**config.mk**
```make
export PLATFORM = sky130hd
export DESIGN_NAME = svq_sched
export DESIGN_NICKNAME = d
export VERILOG_FILES = /design/src/rtl/svq_pkg.sv /design/src/rtl/svq_prio_pick.sv /design/src/rtl/svq_backlog.sv /design/src/rtl/svq_sched.sv
export SDC_FILE = /design/constraint.sdc
export NUM_CORES = 1
export LEC_CHECK = 0
export ABC_CLOCK_PERIOD_IN_PS = 14000
export BUFFER_PORTS_ARGS = -buffer_cell sky130_fd_sc_hd__buf_2
export CAP_MARGIN = 20
export CORE_MARGIN = 1.5
export CORE_UTILIZATION = 41
export CTS_CLUSTER_DIAMETER = 200
export CTS_CLUSTER_SIZE = 16
export DETAILED_ROUTE_END_ITERATION = 8
export PLACE_DENSITY = 0.57
export RECOVER_POWER = 50
export SETUP_SLACK_MARGIN = 0.4
export SLEW_MARGIN = 30
export SYNTH_ARGS = -nofsm -noshare
export SYNTH_HDL_FRONTEND = slang
export SYNTH_SLANG_ARGS = --single-unit
export TNS_END_PERCENT = 30
```
**constraint.sdc**
```tcl
create_clock -name clk -period 14 [get_ports clk]
set_input_delay 0.7 -clock clk [delete_from_list [all_inputs] [get_ports clk]]
set_output_delay 0.7 -clock clk [all_outputs]
set_load 0.02 [all_outputs]
```
**src/rtl/svq_pkg.sv**
```systemverilog
package svq_pkg;
  localparam int PRIO_LEVELS = 4;
  localparam int PRIO_W      = $clog2(PRIO_LEVELS);
  typedef logic [PRIO_W-1:0] prio_t;
endpackage

```
**src/rtl/svq_prio_pick.sv**
```systemverilog
module svq_prio_pick #(
  parameter int NUM_PRIO = svq_pkg::PRIO_LEVELS,
  localparam int SEL_W   = $clog2(NUM_PRIO)
) (
  input  logic [NUM_PRIO-1:0] level_busy,
  output logic                any_busy,
  output logic [SEL_W-1:0]    top_level
);
  // Highest index wins: scan upward and keep the last busy level.
  always_comb begin
    top_level = '0;
    for (int i = 0; i < NUM_PRIO; i++) begin
      if (level_busy[i]) top_level = SEL_W'(i);
    end
    any_busy = |level_busy;
  end
endmodule

```
**src/rtl/svq_backlog.sv**
```systemverilog
module svq_backlog #(
  parameter int NUM_CONN = 16,
  parameter int CNT_W    = 8,
  localparam int ID_W    = $clog2(NUM_CONN)
) (
  input  logic                clk,
  input  logic                rst,
  input  logic                inc_valid,
  input  logic [ID_W-1:0]     inc_id,
  input  logic                dec_valid,
  input  logic [ID_W-1:0]     dec_id,
  output logic [NUM_CONN-1:0] has_cells,
  output logic                remain_nz
);
  logic [CNT_W-1:0] cnt [NUM_CONN];
  logic             same_conn;

  assign same_conn = inc_valid && dec_valid && (inc_id == dec_id);

  always_ff @(posedge clk) begin
    if (rst) begin
      for (int c = 0; c < NUM_CONN; c++) cnt[c] <= '0;
    end else begin
      for (int c = 0; c < NUM_CONN; c++) begin
        if (inc_valid && inc_id == ID_W'(c) && !(dec_valid && dec_id == ID_W'(c)))
          cnt[c] <= cnt[c] + CNT_W'(1);
        else if (dec_valid && dec_id == ID_W'(c) && !(inc_valid && inc_id == ID_W'(c)))
          cnt[c] <= cnt[c] - CNT_W'(1);
      end
    end
  end

  for (genvar gi = 0; gi < NUM_CONN; gi++) begin : g_flag
    assign has_cells[gi] = (cnt[gi] != '0);
  end

  // Cells left after this grant: a same-cycle arrival keeps the count up.
  assign remain_nz = same_conn || (cnt[dec_id] > CNT_W'(1));

  a_r7_no_underflow: assert property (@(posedge clk) disable iff (rst)
    dec_valid |-> cnt[dec_id] != '0);
  a_r7_no_overflow: assert property (@(posedge clk) disable iff (rst)
    (inc_valid && !same_conn) |-> cnt[inc_id] != '1);
endmodule

```
**src/rtl/svq_sched.sv**
```systemverilog
module svq_sched #(
  parameter int NUM_CONN = 16,
  parameter int CNT_W    = 8,
  localparam int NUM_PRIO = svq_pkg::PRIO_LEVELS,
  localparam int PRIO_W   = svq_pkg::PRIO_W,
  localparam int ID_W     = $clog2(NUM_CONN)
) (
  input  logic                       clk,
  input  logic                       rst,
  input  logic [NUM_CONN*PRIO_W-1:0] conn_prio,
  input  logic                       arr_valid,
  input  logic [ID_W-1:0]            arr_conn,
  input  logic                       serv_req,
  output logic                       gnt_valid,
  output logic [ID_W-1:0]            gnt_conn
);
  import svq_pkg::*;

  // Per-level list state and the shared link table.
  logic [ID_W-1:0]     head   [NUM_PRIO];
  logic [ID_W-1:0]     tail   [NUM_PRIO];
  logic [NUM_PRIO-1:0] busy;
  logic [ID_W-1:0]     nxt    [NUM_CONN];
  logic [NUM_CONN-1:0] in_q;

  logic [ID_W-1:0]     head_n [NUM_PRIO];
  logic [ID_W-1:0]     tail_n [NUM_PRIO];
  logic [NUM_PRIO-1:0] busy_n;
  logic [ID_W-1:0]     nxt_n  [NUM_CONN];
  logic [NUM_CONN-1:0] in_q_n;

  logic                any_busy;
  prio_t               top_lvl;
  logic                do_srv;
  logic [ID_W-1:0]     srv_id;
  logic                remain_nz;
  logic                reenter;
  logic                newcomer;
  prio_t               new_lvl;
  logic [NUM_CONN-1:0] has_cells;

  svq_prio_pick #(.NUM_PRIO(NUM_PRIO)) pick_i (
    .level_busy (busy),
    .any_busy   (any_busy),
    .top_level  (top_lvl)
  );

  assign do_srv   = serv_req && any_busy;
  assign srv_id   = head[top_lvl];
  assign reenter  = do_srv && remain_nz;
  assign newcomer = arr_valid && !in_q[arr_conn];
  assign new_lvl  = conn_prio[{arr_conn, 1'b0} +: PRIO_W];

  svq_backlog #(.NUM_CONN(NUM_CONN), .CNT_W(CNT_W)) backlog_i (
    .clk       (clk),
    .rst       (rst),
    .inc_valid (arr_valid),
    .inc_id    (arr_conn),
    .dec_valid (do_srv),
    .dec_id    (srv_id),
    .has_cells (has_cells),
    .remain_nz (remain_nz)
  );

  // Pop, then re-entry append, then newcomer append (R8 ordering).
  always_comb begin
    head_n = head;
    tail_n = tail;
    busy_n = busy;
    nxt_n  = nxt;
    in_q_n = in_q;

    if (do_srv) begin
      in_q_n[srv_id] = 1'b0;
      if (head[top_lvl] == tail[top_lvl]) busy_n[top_lvl] = 1'b0;
      else                                head_n[top_lvl] = nxt[srv_id];
    end

    if (reenter) begin
      if (busy_n[top_lvl]) nxt_n[tail_n[top_lvl]] = srv_id;
      else begin
        head_n[top_lvl] = srv_id;
        busy_n[top_lvl] = 1'b1;
      end
      tail_n[top_lvl] = srv_id;
      in_q_n[srv_id]  = 1'b1;
    end

    if (newcomer) begin
      if (busy_n[new_lvl]) nxt_n[tail_n[new_lvl]] = arr_conn;
      else begin
        head_n[new_lvl] = arr_conn;
        busy_n[new_lvl] = 1'b1;
      end
      tail_n[new_lvl]  = arr_conn;
      in_q_n[arr_conn] = 1'b1;
    end
  end

  always_ff @(posedge clk) begin
    nxt <= nxt_n;
    if (rst) begin
      for (int p = 0; p < NUM_PRIO; p++) begin
        head[p] <= '0;
        tail[p] <= '0;
      end
      busy      <= '0;
      in_q      <= '0;
      gnt_valid <= 1'b0;
      gnt_conn  <= '0;
    end else begin
      head      <= head_n;
      tail      <= tail_n;
      busy      <= busy_n;
      in_q      <= in_q_n;
      gnt_valid <= do_srv;
      gnt_conn  <= srv_id;
    end
  end

  // linked set and backlog set always have the same size.
  a_r10_link_once: assert property (@(posedge clk) disable iff (rst)
    $countones(in_q) == $countones(has_cells));
  a_r2_grant_when_work: assert property (@(posedge clk) disable iff (rst)
    (serv_req && busy != '0) |=> gnt_valid);
  a_r2_idle_no_grant: assert property (@(posedge clk) disable iff (rst)
    !serv_req |=> !gnt_valid);
  a_r1_head_linked: assert property (@(posedge clk) disable iff (rst)
    do_srv |-> in_q[srv_id]);
  a_r5_served_has_cells: assert property (@(posedge clk) disable iff (rst)
    do_srv |-> has_cells[srv_id]);
endmodule

```
* Word level (Yosys, flattened, before mapping) *
Memory sizes are Yosys's and may differ from the RTL's.
Index checks and enable logic that the tools add are counted.

storage, ports and cells
  bits in registers = 121
  memory bits (writable) = 128
  input port bits = 40
  logic and storage cells = 482
  memories = 1

operators by class
  add/subtract/negate cells = 32
  $lt $le $gt $ge = 18
  eq/ne operators = 32
  shifts and indexed selects = 1
  multiplexer cells = 211
  bitwise operators = 45
  reduce and logical (&&, ||, !) cells = 114

memory list
  name           depth  bits a word  rd ports  clocked after memory_dff  write ports  RTL line           text
  backlog_i.cnt  16     8            17        0                         16           svq_backlog.sv:15  logic [CNT_W-1:0] cnt [NUM_CONN];

operators by type and width
  kind                                               number
  2-to-1 mux 64 bit                                  4
  2-to-1 mux 8 bit                                   32
  2-to-1 mux 16 bit                                  11
  adder 8 x 1 -> 8 bit (second input constant)       16
  bitwise mux 64 bit                                 2
  subtractor 8 x 1 -> 8 bit (second input constant)  16
  2-to-1 mux 1 bit                                   122
  bitwise mux 16 bit                                 5
  logical AND 1 bit                                  77
  2-to-1 mux 4 bit                                   18
  == test 4 bit (second input constant)              16
  zero test 1 bit                                    33
  demux 4 bit (select 4 bit)                         2
  == test 4 x 3 -> 1 bit (second input constant)     8
  OR 1 bit                                           32
  OR 16 bit                                          2
  variable part select 32 x 6 -> 2 bit               1
  binary-select mux 4 bit (select 2 bit)             3
  AND 16 bit                                         1
  binary-select mux 4 bit (select 4 bit)             1
  demux 4 bit (select 2 bit)                         2
  == test 4 x 2 -> 1 bit (second input constant)     4
  inverter 16 bit                                    1
  >= comparator 5 bit (second input constant)        3
  other kinds (23)                                   41

* Depth between registers and ports, before layout *
  depth in word-level cells = 23
  depth in mapped cells = 20
  depth with buffers taken out = 17

* By module *
A second synthesis with hierarchy kept.

unflattened totals
  cells, all modules = 1884
  area, all modules = 18012.3 sq um

modules (own cells, without submodules)
  module         times used  cells an instance  area each (sq um)
  svq_backlog    1           1097               10247.3
  svq_sched      1           783                7741.2
  svq_prio_pick  1           4                  23.8

* Worst setup path before layout *
OpenSTA, ideal clock, no wires.

  path type = reg-to-reg
  start = reg busy[1]
  end = mem backlog_i.cnt[2][7], data pin
  setup time = 277 ps
  arrival time = 4248 ps
  path slack = 9475 ps
  stages on the path, launching flop included = 20
  path buffers = 5
  clock period less this slack = 4525 ps
  cells stage by stage = dfxtp_1 -> buf_4 -> mux2i_1 -> o211a_1 -> buf_2 -> buf_2 -> clkbuf_1 -> buf_1 -> nand3_1 -> a211oi_1 -> ha_1 -> a21o_1 -> a21oi_1 -> nor2b_1 -> o21ai_0 -> nand2b_1 -> a21o_1 -> a21oi_1 -> xnor2_1 -> nor2_1

RTL lines
  element                   RTL line           text
  start: declaration        svq_sched.sv:22    logic [NUM_PRIO-1:0] busy;
  start signal: assignment  svq_sched.sv:114   busy <= busy_n;
  end: declaration          svq_backlog.sv:15

==> results.py <==
metrics = {
    "floorplan": {
        "die_x_um": 206,
        "rows": 74,
        "dieHeight_um": 206,
        "ios": 45,
        "core_sq_mm": 0.0407,
        "initial_utilization_pct": 41.5,
        "dieArea_sq_mm": 0.0425,
    },
    "layout": {
        "syn_to_final_growth_pct": 7.30,
        "instances_no_fill": 2347,
        "num-fill-cells": 3968,
        "antennaDiodeCount": 0,
        "drive_above_1_share_pct": 10.5,
        "final_nets": 1954,
    },
    "synthesis": {
        "yosysSeqAreaShare_pct": 37.0,
        "synth-edff-count": 128,
        "synth_nets": 1957,
        "ys.flop_type": "edfxtp_1",
        "yosys_warnings": 0,
        "synth_seq_cells": 249,
        "avgSynthCellArea_sq_um": 9.35,
        "synth_area_sq_mm": 0.0169,
        "synthCells": 1810,
        "ys_types": 75,
        "synthArstFlopShare_pct": 0,
    },
    "worst_hold_path": {
        "worstHoldStart": "tail[5]",
        "holdCritPathClass": "flop to flop",
        "holdPathEnd": "tail[5]",
        "holdPathStages": 2,
    },
    "global_routing": {
        "track_usage_pct": 22.3,
        "grt-ovfl-total": 0,
        "grt_pass1_vias": 13300,
        "grt_max_degree": 72,
        "grt_antenna_before_repair": 0,
        "grt_pass1_wl_mm": 74.5,
    },
    "cts": {
        "cts_setup_buffers": 0,
        "htreeDepth": 1,
        "clk_latency_ps": 520,
        "cts_buffers": 19,
        "cts_hold_buf": 0,
        "cts_root_buf": "clkbuf_16",
        "tritoncts": "done",
        "clkTransAtPathRegs_ps": 80,
        "cts.sinks": 249,
        "cts_resized": 0,
        "clk_path_buf_depth": 3,
    },
    "status": {
        "status": "complete, but fails checks",
        "failed_checks": "capacitance limit, slew limit",
    },
    "timing": {
        "relSlewSlack_pct": -139,
        "worst_slew_pin_slew_ps": 3580,
        "rsz0062_at_grt": "false",
        "fin_skew_ps": 20.0,
        "fin_crit_sh_pct": 61.7,
        "setup_slack_ps": 5360,
        "tns_ps": 0,
        "drv_slew": 206,
        "min_period_ps": 8640,
        "finalSetupViolCount": 0,
        "hold_viol": 0,
        "fmax_mhz": 116,
        "hold_ws_ps": 527,
    },
    "critical_path": {
        "critical_path_arrival_ps": 9060,
        "regToRegStartpoint": "busy[3]",
        "r2r_cells": 13,
        "timing.rr.end": "nxt[56]",
        "criticalPathCategory": "flop to flop",
        "r2r_setup_slack_ps": 5360,
        "startpoint_type": "flop",
        "setup.worst_path.end_class": "flop",
        "cp_max_fo": 63,
        "cp.required_ps": 14420,
    },
    "placed_design": {
        "dp_hpwl_mm": 32.7,
        "place_inst": 2318,
        "port_buffers": 44,
        "globalplace.congestion": 0.874,
        "dp_slack_ps": 7840,
    },
    "route": {
        "firstDrtPassIters": 6,
        "drc_errors": 0,
        "post_drt_wl_per_cell_um": 20.0,
        "drt_iter0_markers": 1067,
        "routed_via_density": 5.74,
        "dr_total_vias": 13500,
        "ant_nets": 0,
        "wirelength_mm": 46.9,
    },
    "power_and_ir_drop": {
        "power_frac_clock_pct": 22.7,
        "vdd_drop_max_mv": 0.0877,
        "p_per_area_mw_per_mm2": 129,
        "swShare_pct": 38.1,
        "power_frac_comb_pct": 36.0,
        "switching_power_uw": 891,
        "p_int_mw": 1.45,
        "p_leak_nw": 7.56,
        "seqPwrFrac_pct": 41.2,
    },
    "flow_run": {
        "max_cap_violations": 4,
    },
}
final cells by class:
type | instances | area [sq um] | share of cell area, %
tap | 532 | 666 | 3.67
clock buffer | 28 | 509 | 2.80
timing repair buffer | 75 | 397 | 2.18
sequential | 249 | 6270 | 34.5
clock inverter | 1 | 8.76 | 0.0482
inverter | 70 | 263 | 1.45
multi-input combinational | 1392 | 10000 | 55.3
per-layer routing:
metal	global-route usage [%]	vias to the layer above	wire, um
li1	-	6524	-
met1	29.9	6567	21200
met2	37.6	321	22100
met3	3.61	69	2620
met4	5.12	0	988
met5	0	-	0
per-stage QoR:
step | utilization (%) | cell area, sq um | total power [mW]
final | 44.6 | 18200 | 2.34
after detailed placement | 43.4 | 17700 | 1.81
after global placement | 43.4 | 17700 | 1.79
after floorplan | - | 16900 | 1.56
after CTS | 44.7 | 18200 | 2.34
after global routing | 44.6 | 18200 | 2.47
registers in the layout, summed over array words and instances, names as in the netlist:
register	flops
backlog_i.cnt	128
nxt	64
head	16
in_q	16
tail	16
busy	4
gnt_conn	4
gnt_valid	1
synthesized netlist by cell type, drive strengths merged (39+ instances only):
cell type | instances | area [sq um]
nand3 | 44 | 220
xnor2 | 74 | 648
o21ai | 39 | 195
nor2b | 61 | 382
mux2i | 110 | 1100
nand2 | 142 | 533
dfxtp | 121 | 2420
nand2b | 51 | 319
ha | 92 | 1150
nor3 | 64 | 320
nor2 | 222 | 838
a21oi | 97 | 485
inv | 70 | 263
mux2 | 72 | 811
a21o | 46 | 345
edfxtp | 128 | 3840
clkbuf | 75 | 282
how the worst max path moves through the flow:
stage / startpoint / end / slack, ps / cells past startpoint
floorplan: busy[1] / backlog_i.cnt[2][7] / 9480 / 19
global placement: busy[1] / nxt[62] / 8080 / 12
detailed placement: busy[1] / nxt[10] / 7840 / 12
CTS: busy[1] / nxt[10] / 7820 / 12
global route: busy[3] / nxt[58] / 4710 / 13
finish: busy[3] / nxt[56] / 5360 / 13
power groups by stage:
| stage | clock (mW) | sequential [mW] | combinational (mW) |
|---|---|---|---|
| 2_1_floorplan | 0 | 0.949 | 0.610 |
| 3_3_place_gp | 0 | 0.977 | 0.815 |
| 3_5_place_dp | 0 | 0.977 | 0.832 |
| 4_1_cts | 0.545 | 0.962 | 0.836 |
| 5_1_grt | 0.568 | 0.978 | 0.919 |
| 6_report | 0.531 | 0.964 | 0.842 |
placed cells by master, fill, tap and decap left out, types with 46 or more instances in the layout:
cell,n
edfxtp_1,128
ha_1,92
nand2_1,142
nor2_1,220
mux2i_1,110
dfxtp_1,121
a21oi_1,97
nand2b_1,51
mux2_2,72
a21o_1,46
nor3_1,62
xnor2_1,74
nor2b_1,61
inv_1,69
worst max-delay path, cell delays in order, from the launching register on:
cell and delay, ps:
dfxtp_1 560, or2_0 530, o211ai_1 1290, clkbuf_1 2200, o41ai_1 450, nand3_1 280, a32oi_1 110, nor4b_1 170
clkbuf_1 250, nand2_1 670, a21oi_1 350, a221oi_2 850, nand4_1 410, mux2_2 370
cells by family after synthesis:
kind of cell / synth area share, %
simple gates: 18.9
compound gates: 13.1
flops: 37.0
mux: 13.3
buf+inv: 3.88
fa+ha+maj: 8.58
xor+xnor: 5.18
No activity file was read; power rests on OpenSTA's default activity.
